## src/rtl/topk_pkg.sv

```systemverilog
package topk_pkg;
  localparam int SCORE_W = 16;
  localparam int IDX_W   = 4;

  typedef logic signed [SCORE_W-1:0] score_t;
  typedef logic [IDX_W-1:0]          idx_t;

  typedef struct packed {
    logic   vld;
    score_t score;
    idx_t   idx;
  } cand_t;

  // True when candidate a ranks strictly above candidate b.
  function automatic logic ranks_above(cand_t a, cand_t b);
    if (!a.vld) return 1'b0;
    if (!b.vld) return 1'b1;
    if ($signed(a.score) != $signed(b.score)) return $signed(a.score) > $signed(b.score);
    return a.idx < b.idx;
  endfunction
endpackage

```

## src/rtl/topk_insert.sv

```systemverilog
module topk_insert import topk_pkg::*; #(
  parameter int K_KEEP = 3
) (
  input  logic                  clk,
  input  logic                  rst_n,
  input  logic                  ins_en,
  input  logic                  clr,
  input  cand_t                 new_c,
  output cand_t [K_KEEP-1:0]    slots
);
  cand_t [K_KEEP-1:0] slot_q, slot_d;
  logic  [K_KEEP-1:0] wins;
  logic               load;

  assign load = ins_en | clr;

  genvar g;
  generate
    for (g = 0; g < K_KEEP; g++) begin : g_slot
      assign wins[g] = ranks_above(new_c, slot_q[g]);
      if (g == 0) begin : g_head
        always_comb begin
          if (clr)          slot_d[g] = '0;
          else if (wins[g]) slot_d[g] = new_c;
          else              slot_d[g] = slot_q[g];
        end
      end else begin : g_tail
        always_comb begin
          if (clr)                        slot_d[g] = '0;
          else if (wins[g-1])             slot_d[g] = slot_q[g-1];
          else if (wins[g])               slot_d[g] = new_c;
          else                            slot_d[g] = slot_q[g];
        end
        // kept entries stay packed and in rank order
        assert_sorted_R2: assert property (@(posedge clk) disable iff (!rst_n)
          slot_q[g].vld |-> (slot_q[g-1].vld && !ranks_above(slot_q[g], slot_q[g-1])));
      end
    end
  endgenerate

  always_ff @(posedge clk or negedge rst_n) begin
    if (!rst_n)    slot_q <= '0;
    else if (load) slot_q <= slot_d;
  end

  assign slots = slot_q;

  // a beat into an empty set is visible at the head one clock later
  assert_insert_R3: assert property (@(posedge clk) disable iff (!rst_n)
    (ins_en && !clr && !slot_q[0].vld) |=> (slot_q[0].vld && slot_q[0].idx == $past(new_c.idx)));
endmodule

```

## src/rtl/topk_count.sv

```systemverilog
module topk_count #(
  parameter int N_TGT = 12
) (
  input  logic clk,
  input  logic rst_n,
  input  logic beat_en,
  input  logic last_en,
  output logic err
);
  localparam int          CW   = $clog2(N_TGT + 2);
  localparam logic [CW-1:0] CMAX = '1;
  localparam logic [CW-1:0] CEXP = CW'(N_TGT);

  logic [CW-1:0] cnt_q, cnt_d, cnt_inc;
  logic          err_q, err_d;

  always_comb begin
    cnt_inc = (cnt_q == CMAX) ? CMAX : cnt_q + 1'b1;
    cnt_d   = cnt_q;
    err_d   = err_q;
    if (last_en) begin
      cnt_d = '0;
      if (cnt_inc != CEXP) err_d = 1'b1;
    end else if (beat_en) begin
      cnt_d = cnt_inc;
    end
  end

  always_ff @(posedge clk or negedge rst_n) begin
    if (!rst_n) begin
      cnt_q <= '0;
      err_q <= 1'b0;
    end else begin
      if (beat_en) cnt_q <= cnt_d;
      err_q <= err_d;
    end
  end

  assign err = err_q;

  // the error flag never falls without reset
  assert_sticky_R7: assert property (@(posedge clk) disable iff (!rst_n)
    err_q |=> err_q);
endmodule

```

## src/rtl/topk_drain.sv

```systemverilog
module topk_drain import topk_pkg::*; #(
  parameter int K_KEEP = 3
) (
  input  logic                 clk,
  input  logic                 rst_n,
  input  logic                 start,
  input  cand_t [K_KEEP-1:0]   slots,
  output logic                 busy,
  output logic                 done,
  output logic                 out_valid,
  output idx_t                 out_idx
);
  localparam int              PW   = $clog2(K_KEEP + 1);
  localparam logic [PW-1:0]   PEND = PW'(K_KEEP);

  logic [PW-1:0] ph_q, ph_d;
  cand_t         sel;

  assign busy = (ph_q != '0);
  assign done = (ph_q == PEND);

  always_comb begin
    ph_d = ph_q;
    if (start)     ph_d = PW'(1);
    else if (done) ph_d = '0;
    else if (busy) ph_d = ph_q + 1'b1;
  end

  always_ff @(posedge clk or negedge rst_n) begin
    if (!rst_n) ph_q <= '0;
    else        ph_q <= ph_d;
  end

  always_comb begin
    sel = '0;
    for (int i = 0; i < K_KEEP; i++)
      if (ph_q == PW'(i + 1)) sel = slots[i];
  end

  assign out_valid = busy & sel.vld;
  assign out_idx   = sel.idx;

  // the last beat was just inserted, so the first burst cycle is valid
  assert_first_R5: assert property (@(posedge clk) disable iff (!rst_n)
    start |=> out_valid);
endmodule

```

## src/rtl/topk_cand_sel.sv

```systemverilog
module topk_cand_sel import topk_pkg::*; #(
  parameter int N_TGT  = 12,
  parameter int K_KEEP = 3
) (
  input  logic               clk,
  input  logic               rst_n,
  input  logic               in_valid,
  input  logic               in_last,
  input  logic [SCORE_W-1:0] in_score,
  input  logic [IDX_W-1:0]   in_idx,
  output logic               out_valid,
  output logic [IDX_W-1:0]   out_idx,
  output logic               count_err
);
  cand_t                new_c;
  cand_t [K_KEEP-1:0]   slots;
  logic                 accept, start, busy, done;

  assign accept = in_valid & ~busy;
  assign start  = accept & in_last;
  assign new_c  = '{vld: 1'b1, score: in_score, idx: in_idx};

  topk_insert #(.K_KEEP(K_KEEP)) u_insert (
    .clk(clk), .rst_n(rst_n), .ins_en(accept), .clr(done),
    .new_c(new_c), .slots(slots)
  );

  topk_count #(.N_TGT(N_TGT)) u_count (
    .clk(clk), .rst_n(rst_n), .beat_en(accept), .last_en(start), .err(count_err)
  );

  topk_drain #(.K_KEEP(K_KEEP)) u_drain (
    .clk(clk), .rst_n(rst_n), .start(start), .slots(slots),
    .busy(busy), .done(done), .out_valid(out_valid), .out_idx(out_idx)
  );

  // the end of a burst leaves the kept set empty
  assert_clear_R6: assert property (@(posedge clk) disable iff (!rst_n)
    done |=> !slots[0].vld);

  // beats offered mid-burst do not disturb the kept set
  assert_ignore_R8: assert property (@(posedge clk) disable iff (!rst_n)
    (busy && !done && in_valid) |=> $stable(slots));
endmodule

```

## config.mk

```make
export PLATFORM = sky130hd
export DESIGN_NAME = topk_cand_sel
export DESIGN_NICKNAME = d
export VERILOG_FILES = /design/src/rtl/topk_pkg.sv /design/src/rtl/topk_insert.sv /design/src/rtl/topk_count.sv /design/src/rtl/topk_drain.sv /design/src/rtl/topk_cand_sel.sv
export SDC_FILE = /design/constraint.sdc
export NUM_CORES = 1
export LEC_CHECK = 0
export BUFFER_PORTS_ARGS = -buffer_cell sky130_fd_sc_hd__buf_2
export CORE_AREA = 3 3 113 115
export DETAILED_ROUTE_END_ITERATION = 8
export DIE_AREA = 0 0 116 118
export GPL_TIMING_DRIVEN = 0
export HOLD_SLACK_MARGIN = 0.02
export PLACE_DENSITY = 0.7
export SLEW_MARGIN = 20
export SYNTH_ARGS = -nofsm -noshare
export SYNTH_HDL_FRONTEND = slang
export SYNTH_SLANG_ARGS = --single-unit
```

## constraint.sdc

```tcl
create_clock -name clk -period 2.5 [get_ports clk]
set_clock_uncertainty 0.15 [all_clocks]
set_input_delay 0.5 -clock clk [delete_from_list [all_inputs] [get_ports clk]]
set_output_delay 0.5 -clock clk [all_outputs]
set_load 0.05 [all_outputs]
```

==> flow_metrics.py, run 1 <==
metrics = {
    "timing": {
        "fin_crit_ps": 2978,
        "max_slew.worst_pin.slew_ps": 551.5,
        "max_freq_mhz": 335.8,
        "finalHoldViolCount": 0,
        "slew_viol_final": 0,
        "min_period_over_period_pct": 119.1,
        "setup_ws_ps": -478.0,
        "setup_viol": 60,
        "whs_ps": 275.8,
        "rsz0062_at_grt": "yes",
        "max_slew_margin_pct": 63.23,
    },
    "routing": {
        "drt_wl_total_mm": 16.30,
        "postRouteAntennaNets": 0,
        "wl_per_cell_um": 20.74,
        "drt_iter0_drc": 516,
        "vias": 4728,
        "first_pass_iters": 5,
        "viasPerCell": 6.015,
        "drc": 0,
    },
    "placed_design": {
        "io_buffers": 29,
        "dp_worst_setup_slack_ps": -857.2,
        "dp_hpwl_mm": 9.867,
        "globalplace.congestion": 0.9029,
    },
    "synth": {
        "synth_cells": 541,
        "yosysUniqueCellTypes": 49,
        "yosysWarnings": 0,
        "ys.flop_type": "dfrtp_1",
        "syn_area_per_cell_um2": 9.156,
        "syn_nets": 627,
        "synth_edf_count": 0,
        "async_flop_share_pct": 100.0,
        "syn_area_um2": 4954,
        "yosysSeqAreaShare_pct": 35.36,
        "ys_ff_latch": 70,
    },
    "floorplan": {
        "io_pins": 30,
        "coreArea_um2": 11910,
        "start_util_pct": 41.59,
        "rows": 40,
        "fp.dieArea_um2": 13690,
        "die-width_um": 116,
        "die-height_um": 118,
    },
    "global_route": {
        "grt_pass1_vias": 4752,
        "grt_use_total_pct": 22.92,
        "overflow": 0,
        "grt_antenna_before_repair": 0,
        "grt_pass1_wl_mm": 24.30,
        "grt_max_degree": 46,
    },
    "cts": {
        "clockBufferDepth": 2,
        "clk_pin_slew_ps": 60,
        "cts.sinks": 70,
        "h-tree-depth": 3,
        "cts_buffers": 9,
        "clk_latency_ps": 340,
        "root_buffer": "clkbuf_16",
        "cts_tree": "yes",
    },
    "flow_run": {
        "maxCapViolCount": 0,
    },
    "critical_path": {
        "cp_top_family": "compound AO/OA/AOI/OAI gates",
        "crit_type": "register to register",
        "end_kind": "register",
        "cp-start-kind": "register",
        "slowest_stage": "dfrtp_1",
        "cp_data_arrival_time_ps": 3070,
        "critPathBufInv": 4,
        "worstPathCellList": "inv_2, ha_4, nand4_1, buf_6, o221ai_4, a221oi_2, mux2_4, a21o_4, o31a_1, buf_6, buf_8, o221ai_2",
        "cpPeakStageDelay_ps": 390,
        "cp_common_cell": "buf_6",
        "critPathMaxFanout": 5,
        "worst_ep_required_time_ps": 2600,
    },
    "outcome": {
        "status": "finished with violations",
        "violations": "negative setup slack",
    },
    "power_and_ir_drop": {
        "p_leak_nw": 2.926,
        "power.density_nw_per_um2": 1179,
        "ir_worst_vdd_uv": 817.3,
        "total_power_w": 0.008030,
    },
    "final_layout": {
        "diodes": 0,
        "drive_gt1_share_pct": 32.71,
        "fillCellCount": 981,
        "syn2layout_area_growth_pct": 37.48,
        "fin_nets": 720,
    },
    "hold_path": {
        "hold_class": "input port to register",
    },
}
cells in the final DEF, fill, tap and decap left out, types with 12 or more instances in the layout:
cell       n
nand3_1   26
dfrtp_1   70
a21oi_1   22
nor3_1    12
buf_6     18
a22o_1    20
a221o_1   19
inv_1     73
o221ai_2  19
nor2_1    24
buf_4     41
ha_4      20
nand2_1   49
ha_1      40
buf_2     24
layer usage:
metal / vias up / wire (um) / GRT usage (%)
li1: 2134 / - / -
met1: 2369 / 6623 / 28.96
met2: 188 / 8156 / 37.95
met3: 37 / 1143 / 5.141
met4: 0 / 379 / 8.412
met5: - / 0 / 0
per-stage QoR:
step | instances | cell area [um^2] | TNS, ps | util (%)
3_3_place_gp | 717 | 5458 | -43260 | 45.82
4_1_cts | 766 | 6412 | -21120 | 53.83
2_1_floorplan | 541 | 5129 | -8693 | -
3_5_place_dp | 718 | 5488 | -44100 | 46.07
6_report | 786 | 6810 | -23610 | 57.17
5_1_grt | 786 | 6810 | -29100 | 57.17
cell families after synthesis:
family                   Yosys count  share of synthesized area (%)
AO/OA/AOI/OAI                    141                          24.43
flip-flops                        70                          35.36
AND/OR/NAND/NOR                  154                          14.78
multiplexers                       1                         0.3030
XOR/XNOR                           2                         0.3537
buffers and inverters            111                          9.118
adder cells (fa/ha/maj)           62                          15.66
worst paths after layout:
| check | start | to | slack, ps | depth (start not counted) |
|---|---|---|---|---|
| min in group asynchronous | rst_n | u_insert.slots[50] | 470 | 2 |
| max | u_insert.slots[30] | u_insert.slots[34] | -480 | 12 |
| max in group asynchronous | rst_n | u_insert.slots[23] | 1170 | 3 |
| min reg2reg | u_count.err | u_count.err | 320 | 1 |
| max reg2reg | u_insert.slots[30] | u_insert.slots[34] | -480 | 12 |
| min | in_last | u_count.cnt_q[1] | 280 | 2 |
cell type report:
class                   instances  area, um^2  share of cell area, %
plain buffers                  25       240.2                  3.527
inverters                      84       315.3                  4.630
repair buffers                 84       721.9                  10.60
multi-input cells             360        3287                  48.26
well taps                     147       183.9                  2.701
clock buffers                  11       252.7                  3.711
clock inverters                 5       57.56                 0.8451
flip-flops and latches         70        1752                  25.72
what timing repair did:
item                                    4_1_cts  5_1_grt
resized for setup                            78       55
gates cloned                                  6        3
endpoints found under the setup margin       65       65
pin swaps                                    54       21
setup buffers                                26       19
hold endpoints to repair                     25        0
hold buffers                                  1        0
where the power goes:
| group | internal (W) | switching, W | leakage (nW) |
|---|---|---|---|
| logic | 0.00218 | 0.00259 | 1.84 |
| registers | 0.00157 | 0.000353 | 0.943 |
| clock network | 0.000825 | 0.000519 | 0.144 |
Yosys cell counts (7+ instances only):
| master | instances | area (um^2) |
|---|---|---|
| nand2_1 | 49 | 183.9 |
| nand4_1 | 11 | 68.82 |
| nor2_1 | 26 | 97.59 |
| a21o_1 | 12 | 90.09 |
| buf_2 | 7 | 35.03 |
| a22o_1 | 20 | 175.2 |
| nand3_1 | 29 | 145.1 |
| inv_1 | 84 | 315.3 |
| a21oi_1 | 28 | 140.1 |
| a221o_1 | 19 | 190.2 |
| a211oi_1 | 7 | 52.55 |
| o221ai_2 | 20 | 300.3 |
| o21ai_0 | 10 | 50.05 |
| clkbuf_1 | 16 | 60.06 |
| nor3_1 | 20 | 100.1 |
| ha_1 | 62 | 775.7 |
| dfrtp_1 | 70 | 1752 |
sequential cells by signal, summed over array words and instances, names as in the netlist:
signal and cells:
u_count.cnt_q 4, u_count.err 1, u_drain.ph_q 2, u_insert.slots 63
Power figures use the tool's default switching activity.
==> run 2: changes to the inputs <==
==> constraint.sdc (replaced) <==
create_clock -name clk -period 2.5 [get_ports clk]
set_clock_uncertainty 0.15 [all_clocks]
set_input_delay 0.375 -clock clk [delete_from_list [all_inputs] [get_ports clk]]
set_output_delay 0.375 -clock clk [all_outputs]
set_load 0.05 [all_outputs]
==> run 2 against run 1 <==
- the flow still finishes with violations (negative setup slack)
- via count is 4.3% lower
- clock-buffer cell count increased by 2
- sequential power barely moved
- hold slack lost 130 ps
- global-route usage fell by 1.3 points
- sequential cell count unchanged
- final cell count decreased by 1.8%
- total power shrank 4.0%
- sequential share of layout area rose by 0.92 points
==> flow_metrics.py, run 2 (synthesized netlist as in run 1, its figures left out) <==
metrics = {
    "outcome": {
        "status": "finished with violations",
        "violations": "negative setup slack",
    },
    "timing": {
        "finalHoldViolCount": 0,
        "max_slew.worst_pin.slew_ps": 571.1,
        "min_period_over_period_pct": 123.8,
        "fin_crit_ps": 3094,
        "max_freq_mhz": 323.2,
        "rsz0062_at_grt": "yes",
        "setup_ws_ps": -594.0,
        "max_slew_margin_pct": 61.92,
        "setup_viol": 60,
        "slew_viol_final": 0,
    },
    "power_and_ir_drop": {
        "p_sw_share_pct": 41.98,
        "pwr-share-clk_pct": 18.8,
        "p_leak_nw": 2.848,
        "power.density_nw_per_um2": 1172,
        "p_sw_w": 0.003236,
        "seqPwrFrac_pct": 24.7,
        "combPwrFrac_pct": 56.5,
        "intPower_w": 0.004472,
        "ir_worst_vdd_uv": 724.4,
        "total_power_w": 0.007709,
    },
    "placed_design": {
        "io_buffers": 29,
        "globalplace.congestion": 0.9393,
        "dp_worst_setup_slack_ps": -778.8,
        "placed_cells": 718,
        "place_area_um2": 5439,
        "dp_hpwl_mm": 9.588,
    },
    "routing": {
        "postRouteAntennaNets": 0,
        "wl_per_cell_um": 19.49,
        "drc": 0,
        "vias": 4527,
        "drt_wl_total_mm": 15.04,
        "first_pass_iters": 7,
        "drt_iter0_drc": 424,
        "viasPerCell": 5.864,
    },
    "global_route": {
        "grt_use_total_pct": 21.62,
        "grt_max_degree": 43,
        "grt_antenna_before_repair": 0,
        "overflow": 0,
        "grt_pass1_vias": 4623,
        "grt_pass1_wl_mm": 23.29,
    },
    "final_layout": {
        "final-seq-area_um2": 1752,
        "finalNonFillerCells": 772,
        "final_cell_mix": "73 x inv_1, 70 x dfrtp_1, 49 x nand2_1",
        "final_core_util_pct": 55.21,
        "final_area_um2": 6576,
        "largest_register_ffs": 63,
        "drive_gt1_share_pct": 28.80,
        "multiInputGateArea_um2": 3207,
        "fillCellCount": 1025,
        "fin_nets": 706,
        "diodes": 0,
        "final_common_cell": "inv_1",
        "syn2layout_area_growth_pct": 32.76,
    },
    "floorplan": {
        "start_util_pct": 41.59,
        "io_pins": 30,
        "die-height_um": 118,
        "rows": 40,
        "coreArea_um2": 11910,
        "fp.dieArea_um2": 13690,
        "die-width_um": 116,
    },
    "cts": {
        "cts.sinks": 70,
        "cts_tree": "yes",
        "clk_latency_ps": 340,
        "h-tree-depth": 3,
        "clk_pin_slew_ps": 60,
        "cts_buffers": 9,
        "root_buffer": "clkbuf_16",
        "clockBufferDepth": 2,
    },
    "hold_path": {
        "holdPathStages": 2,
        "hold_class": "input port to register",
    },
    "critical_path": {
        "r2r_cells": 11,
        "end_kind": "register",
        "cp-start-kind": "register",
        "critPathMaxFanout": 5,
        "crit_type": "register to register",
        "worst_ep_required_time_ps": 2560,
        "cp_data_arrival_time_ps": 3150,
    },
    "flow_run": {
        "maxCapViolCount": 0,
    },
}
==> run 2: repair_timing <==
item,4_1_cts,5_1_grt
buffers inserted,21,13
resized for setup,57,39
hold buffers,1,0
endpoints found under the setup margin,65,64
pin swaps,19,37
cloned,4,2
endpoints found under the hold margin,28,0
==> run 2: final timing paths <==
check                      slack, ps                  to          startpoint
max                             -590  u_insert.slots[25]  u_insert.slots[16]
min                              150    u_count.cnt_q[1]             in_last
max reg2reg                     -590  u_insert.slots[25]  u_insert.slots[16]
min reg2reg                      320         u_count.err         u_count.err
max in group asynchronous       1260  u_insert.slots[45]               rst_n
min in group asynchronous        370  u_insert.slots[29]               rst_n
==> run 2: worst max-delay path: stages, from the launching register on <==
cell,delay [ps]
dfrtp_1,410
inv_2,70
ha_4,270
and3_4,200
nand3_4,90
or4b_4,570
o31a_1,390
o211ai_4,160
o31a_1,310
buf_6,140
buf_8,120
o221ai_2,90
==> run 2: power by group through the flow <==
stage	Clock [W]	Sequential, W	Combinational [W]
global route	0.00152	0.00195	0.00471
floorplan	0	0.00183	0.00244
global placement	0	0.00188	0.00315
CTS	0.00147	0.00188	0.00382
finish	0.00145	0.00191	0.00435
detailed placement	0	0.00190	0.00326
==> run 2: area by class of cell <==
type	count	area share, %
Tap cell	147	2.797
Inverter	84	4.795
Sequential cell	70	26.64
Timing Repair Buffer	70	8.238
Clock inverter	3	0.9893
Clock buffer	13	4.110
Buffer	25	3.672
Multi-Input combinational cell	360	48.76
==> run 2: routing by layer <==
metal	vias up	GRT usage, %	part of all wire, %
met2	152	34.89	49
met1	2208	28.43	43
li1	2125	-	-
met3	42	4.010	5.7
met4	0	8.412	2.7
met5	-	0	0
==> run 2: metrics by stage <==
stage	setup TNS (ps)	hold slack, ps
after global placement	-36940	306.2
after CTS	-20710	137.3
after floorplan	-2574	-70.59
after global routing	-33140	159.1
after detailed placement	-39570	184.0
final	-29040	146.4
==> run 3: changes to the inputs <==
Settings changed: ABC_AREA from default to 1, CORE_AREA 3 3 113 115 to 3 3 117 119, DIE_AREA 0 0 116 118 to 0 0 120 122.
==> run 3 against run 2 <==
- the flow now finishes without violations
- critical path depth increased by 4
- setup slack improved by 640 ps
- final area increased by 0.63%
- final cell count increased by 31%
- non-clock buffer count decreased by 19
- wire length decreased by 2.3%
- sequential share of layout area decreased by 0.17 points
- first-iteration DRC count decreased by 6.6%
- global-route usage decreased by 2.8 points
- critical path type unchanged
- critical endpoint is now u_insert.slots[17]
==> flow_metrics.py, run 3 <==
metrics = {
    "outcome": {
        "status": "finished clean",
    },
    "synth": {
        "synthXorXnorAreaFrac_pct": 0.1638,
        "yosys.area.top_type_share_pct": 32.76,
        "synth_edf_count": 0,
        "syn_area_um2": 5348,
        "async_flop_share_pct": 100.0,
        "ys_ff_latch": 70,
        "synth_fa_ha_area_share_pct": 14.51,
        "synth.area.top_cells": "dfrtp_1 33%, nand2_1 21%, ha_1 15%, inv_1 7.1%, nand3_1 5.9%",
        "yosysSeqAreaShare_pct": 32.76,
        "synthMostInstantiatedCell": "nand2_1",
        "synthMuxAreaShare_pct": 0,
        "yosysWarnings": 0,
        "syn_area_per_cell_um2": 6.882,
        "synth_top_family_by_area": "simple AND/OR/NAND/NOR gates",
        "syn_nets": 863,
        "synth_commonest_cells": "297 x nand2_1, 101 x inv_1, 70 x dfrtp_1",
        "ys.flop_type": "dfrtp_1",
        "synthSimpleGateAreaFrac_pct": 33.29,
        "yosysUniqueCellTypes": 39,
        "synth_compound_area_share_pct": 8.025,
        "yosys.area.top_type": "dfrtp_1",
        "synth_cells": 777,
    },
    "global_route": {
        "grt_antenna_before_repair": 0,
        "grt_use_total_pct": 18.80,
        "grt_pass1_wl_mm": 21.91,
        "grt_max_degree": 47,
        "overflow": 0,
        "grt_pass1_vias": 4607,
    },
    "routing": {
        "drt_iter0_drc": 396,
        "wl_per_cell_um": 14.52,
        "viasPerCell": 4.982,
        "drc": 0,
        "postRouteAntennaNets": 0,
        "vias": 5042,
        "first_pass_iters": 5,
        "drt_wl_total_mm": 14.69,
    },
    "timing": {
        "slew_viol_final": 0,
        "fin_crit_ps": 2450,
        "whs_ps": 158.6,
        "finalHoldViolCount": 0,
        "max_slew_margin_pct": 60.21,
        "setup_viol": 0,
        "rsz0062_at_grt": "yes",
        "max_slew.worst_pin.slew_ps": 596.9,
        "min_period_over_period_pct": 98.02,
        "tns_ps": 0,
        "max_freq_mhz": 408.1,
    },
    "critical_path": {
        "end_kind": "register",
        "cp_data_arrival_time_ps": 2580,
        "worst_ep_required_time_ps": 2630,
        "r2r_start": "u_insert.slots[16]",
        "critPathMaxFanout": 5,
        "cp-start-kind": "register",
        "crit_type": "register to register",
        "cp-endpoint": "u_insert.slots[17]",
        "rr_endpoint": "u_insert.slots[17]",
        "worstSetupStartpoint": "u_insert.slots[16]",
        "r2r_cells": 15,
        "rrSetupSlack_ps": 50,
    },
    "floorplan": {
        "coreArea_um2": 12670,
        "rows": 41,
        "fp.dieArea_um2": 14640,
        "io_pins": 30,
        "die-height_um": 122,
        "start_util_pct": 42.20,
        "die-width_um": 120,
    },
    "power_and_ir_drop": {
        "total_power_w": 0.009212,
        "power.density_nw_per_um2": 1392,
        "ir_worst_vdd_uv": 801.6,
        "p_leak_nw": 3.635,
    },
    "cts": {
        "clockBufferDepth": 2,
        "clk_pin_slew_ps": 60,
        "clk_latency_ps": 340,
        "root_buffer": "clkbuf_16",
        "cts_tree": "yes",
        "cts_buffers": 9,
        "h-tree-depth": 3,
        "cts.sinks": 70,
    },
    "final_layout": {
        "largest_register_ffs": 63,
        "multiInputGateArea_um2": 3248,
        "final-seq-area_um2": 1752,
        "final_core_util_pct": 52.23,
        "drive_gt1_share_pct": 18.33,
        "syn2layout_area_growth_pct": 23.75,
        "final_common_cell": "nand2_1",
        "fin_nets": 921,
        "final_cell_mix": "285 x nand2_1, 94 x inv_1, 70 x dfrtp_1",
        "diodes": 0,
        "fillCellCount": 1230,
    },
    "placed_design": {
        "globalplace.congestion": 0.8267,
        "dp_hpwl_mm": 9.775,
        "io_buffers": 29,
    },
    "flow_run": {
        "maxCapViolCount": 0,
    },
    "hold_path": {
        "hold_class": "input port to register",
        "holdPathStages": 3,
        "hp-start": "in_score[0]",
    },
}
==> run 3: timing repair <==
item                                    in CTS  in global routing
hold buffers                                 1                  0
pin swaps                                    0                 22
gates cloned                                 0                  7
endpoints found under the setup margin      18                 68
resized for setup                           14                 74
hold endpoints to repair                    24                  0
buffers inserted                             0                  9
==> run 3: final cells by class <==
class,instances,area share (%)
Clock inverter,6,1.286
Sequential cell,70,26.47
Inverter,103,5.880
Tap cell,172,3.252
Clock buffer,10,3.611
Buffer,30,4.481
Multi-Input combinational cell,575,49.08
Timing Repair Buffer,46,5.937
==> run 3: routing by layer <==
| layer | up-vias | GRT usage, % | part of all wire (%) |
|---|---|---|---|
| met5 | - | 0 | 0 |
| met4 | 0 | 7.373 | 2.0 |
| met3 | 23 | 2.646 | 6.3 |
| met2 | 153 | 31.09 | 48 |
| met1 | 2305 | 24.99 | 44 |
| li1 | 2561 | - | - |
==> run 3: worst max-delay path: stages, from the launching register on <==
cell and delay [ps]:
dfrtp_1 380, inv_2 60, ha_1 290, nand2_2 70, nor2_4 130, nand2_2 80
inv_2 50, nand4_1 150, nor2_2 170, a21oi_2 90, nand3_2 110, nand2_4 80
nor2_4 270, clkbuf_16 200, nand2_1 40, nand2_1 60
==> run 3: logic make-up after synthesis <==
logic type	Yosys count
simple gates	437
buf+inv	133
compound gates	74
flops	70
fa+ha+maj	62
xor+xnor	1
==> run 3: metrics by stage <==
stage          cells  setup slack, ps  instance area, um^2
6_report        1012            49.55                 6618
5_1_grt         1012           -99.66                 6618
4_1_cts          996            12.55                 6130
3_5_place_dp     979           -385.6                 5748
3_3_place_gp     978           -381.4                 5718
2_1_floorplan    777            35.48                 5358
==> run 3: how the worst min path moves through the flow <==
stage,endpoint,slack (ps)
floorplan,u_count.cnt_q[0],-70
global placement,u_insert.slots[14],310
detailed placement,u_insert.slots[8],170
CTS,u_insert.slots[4],160
global route,u_insert.slots[2],190
finish,u_insert.slots[4],160
==> run 3: power by group <==
part	switching, W	internal (W)
clock	0.000523	0.000897
combinational	0.00353	0.00230
sequential	0.000326	0.00164
total	0.00438	0.00483
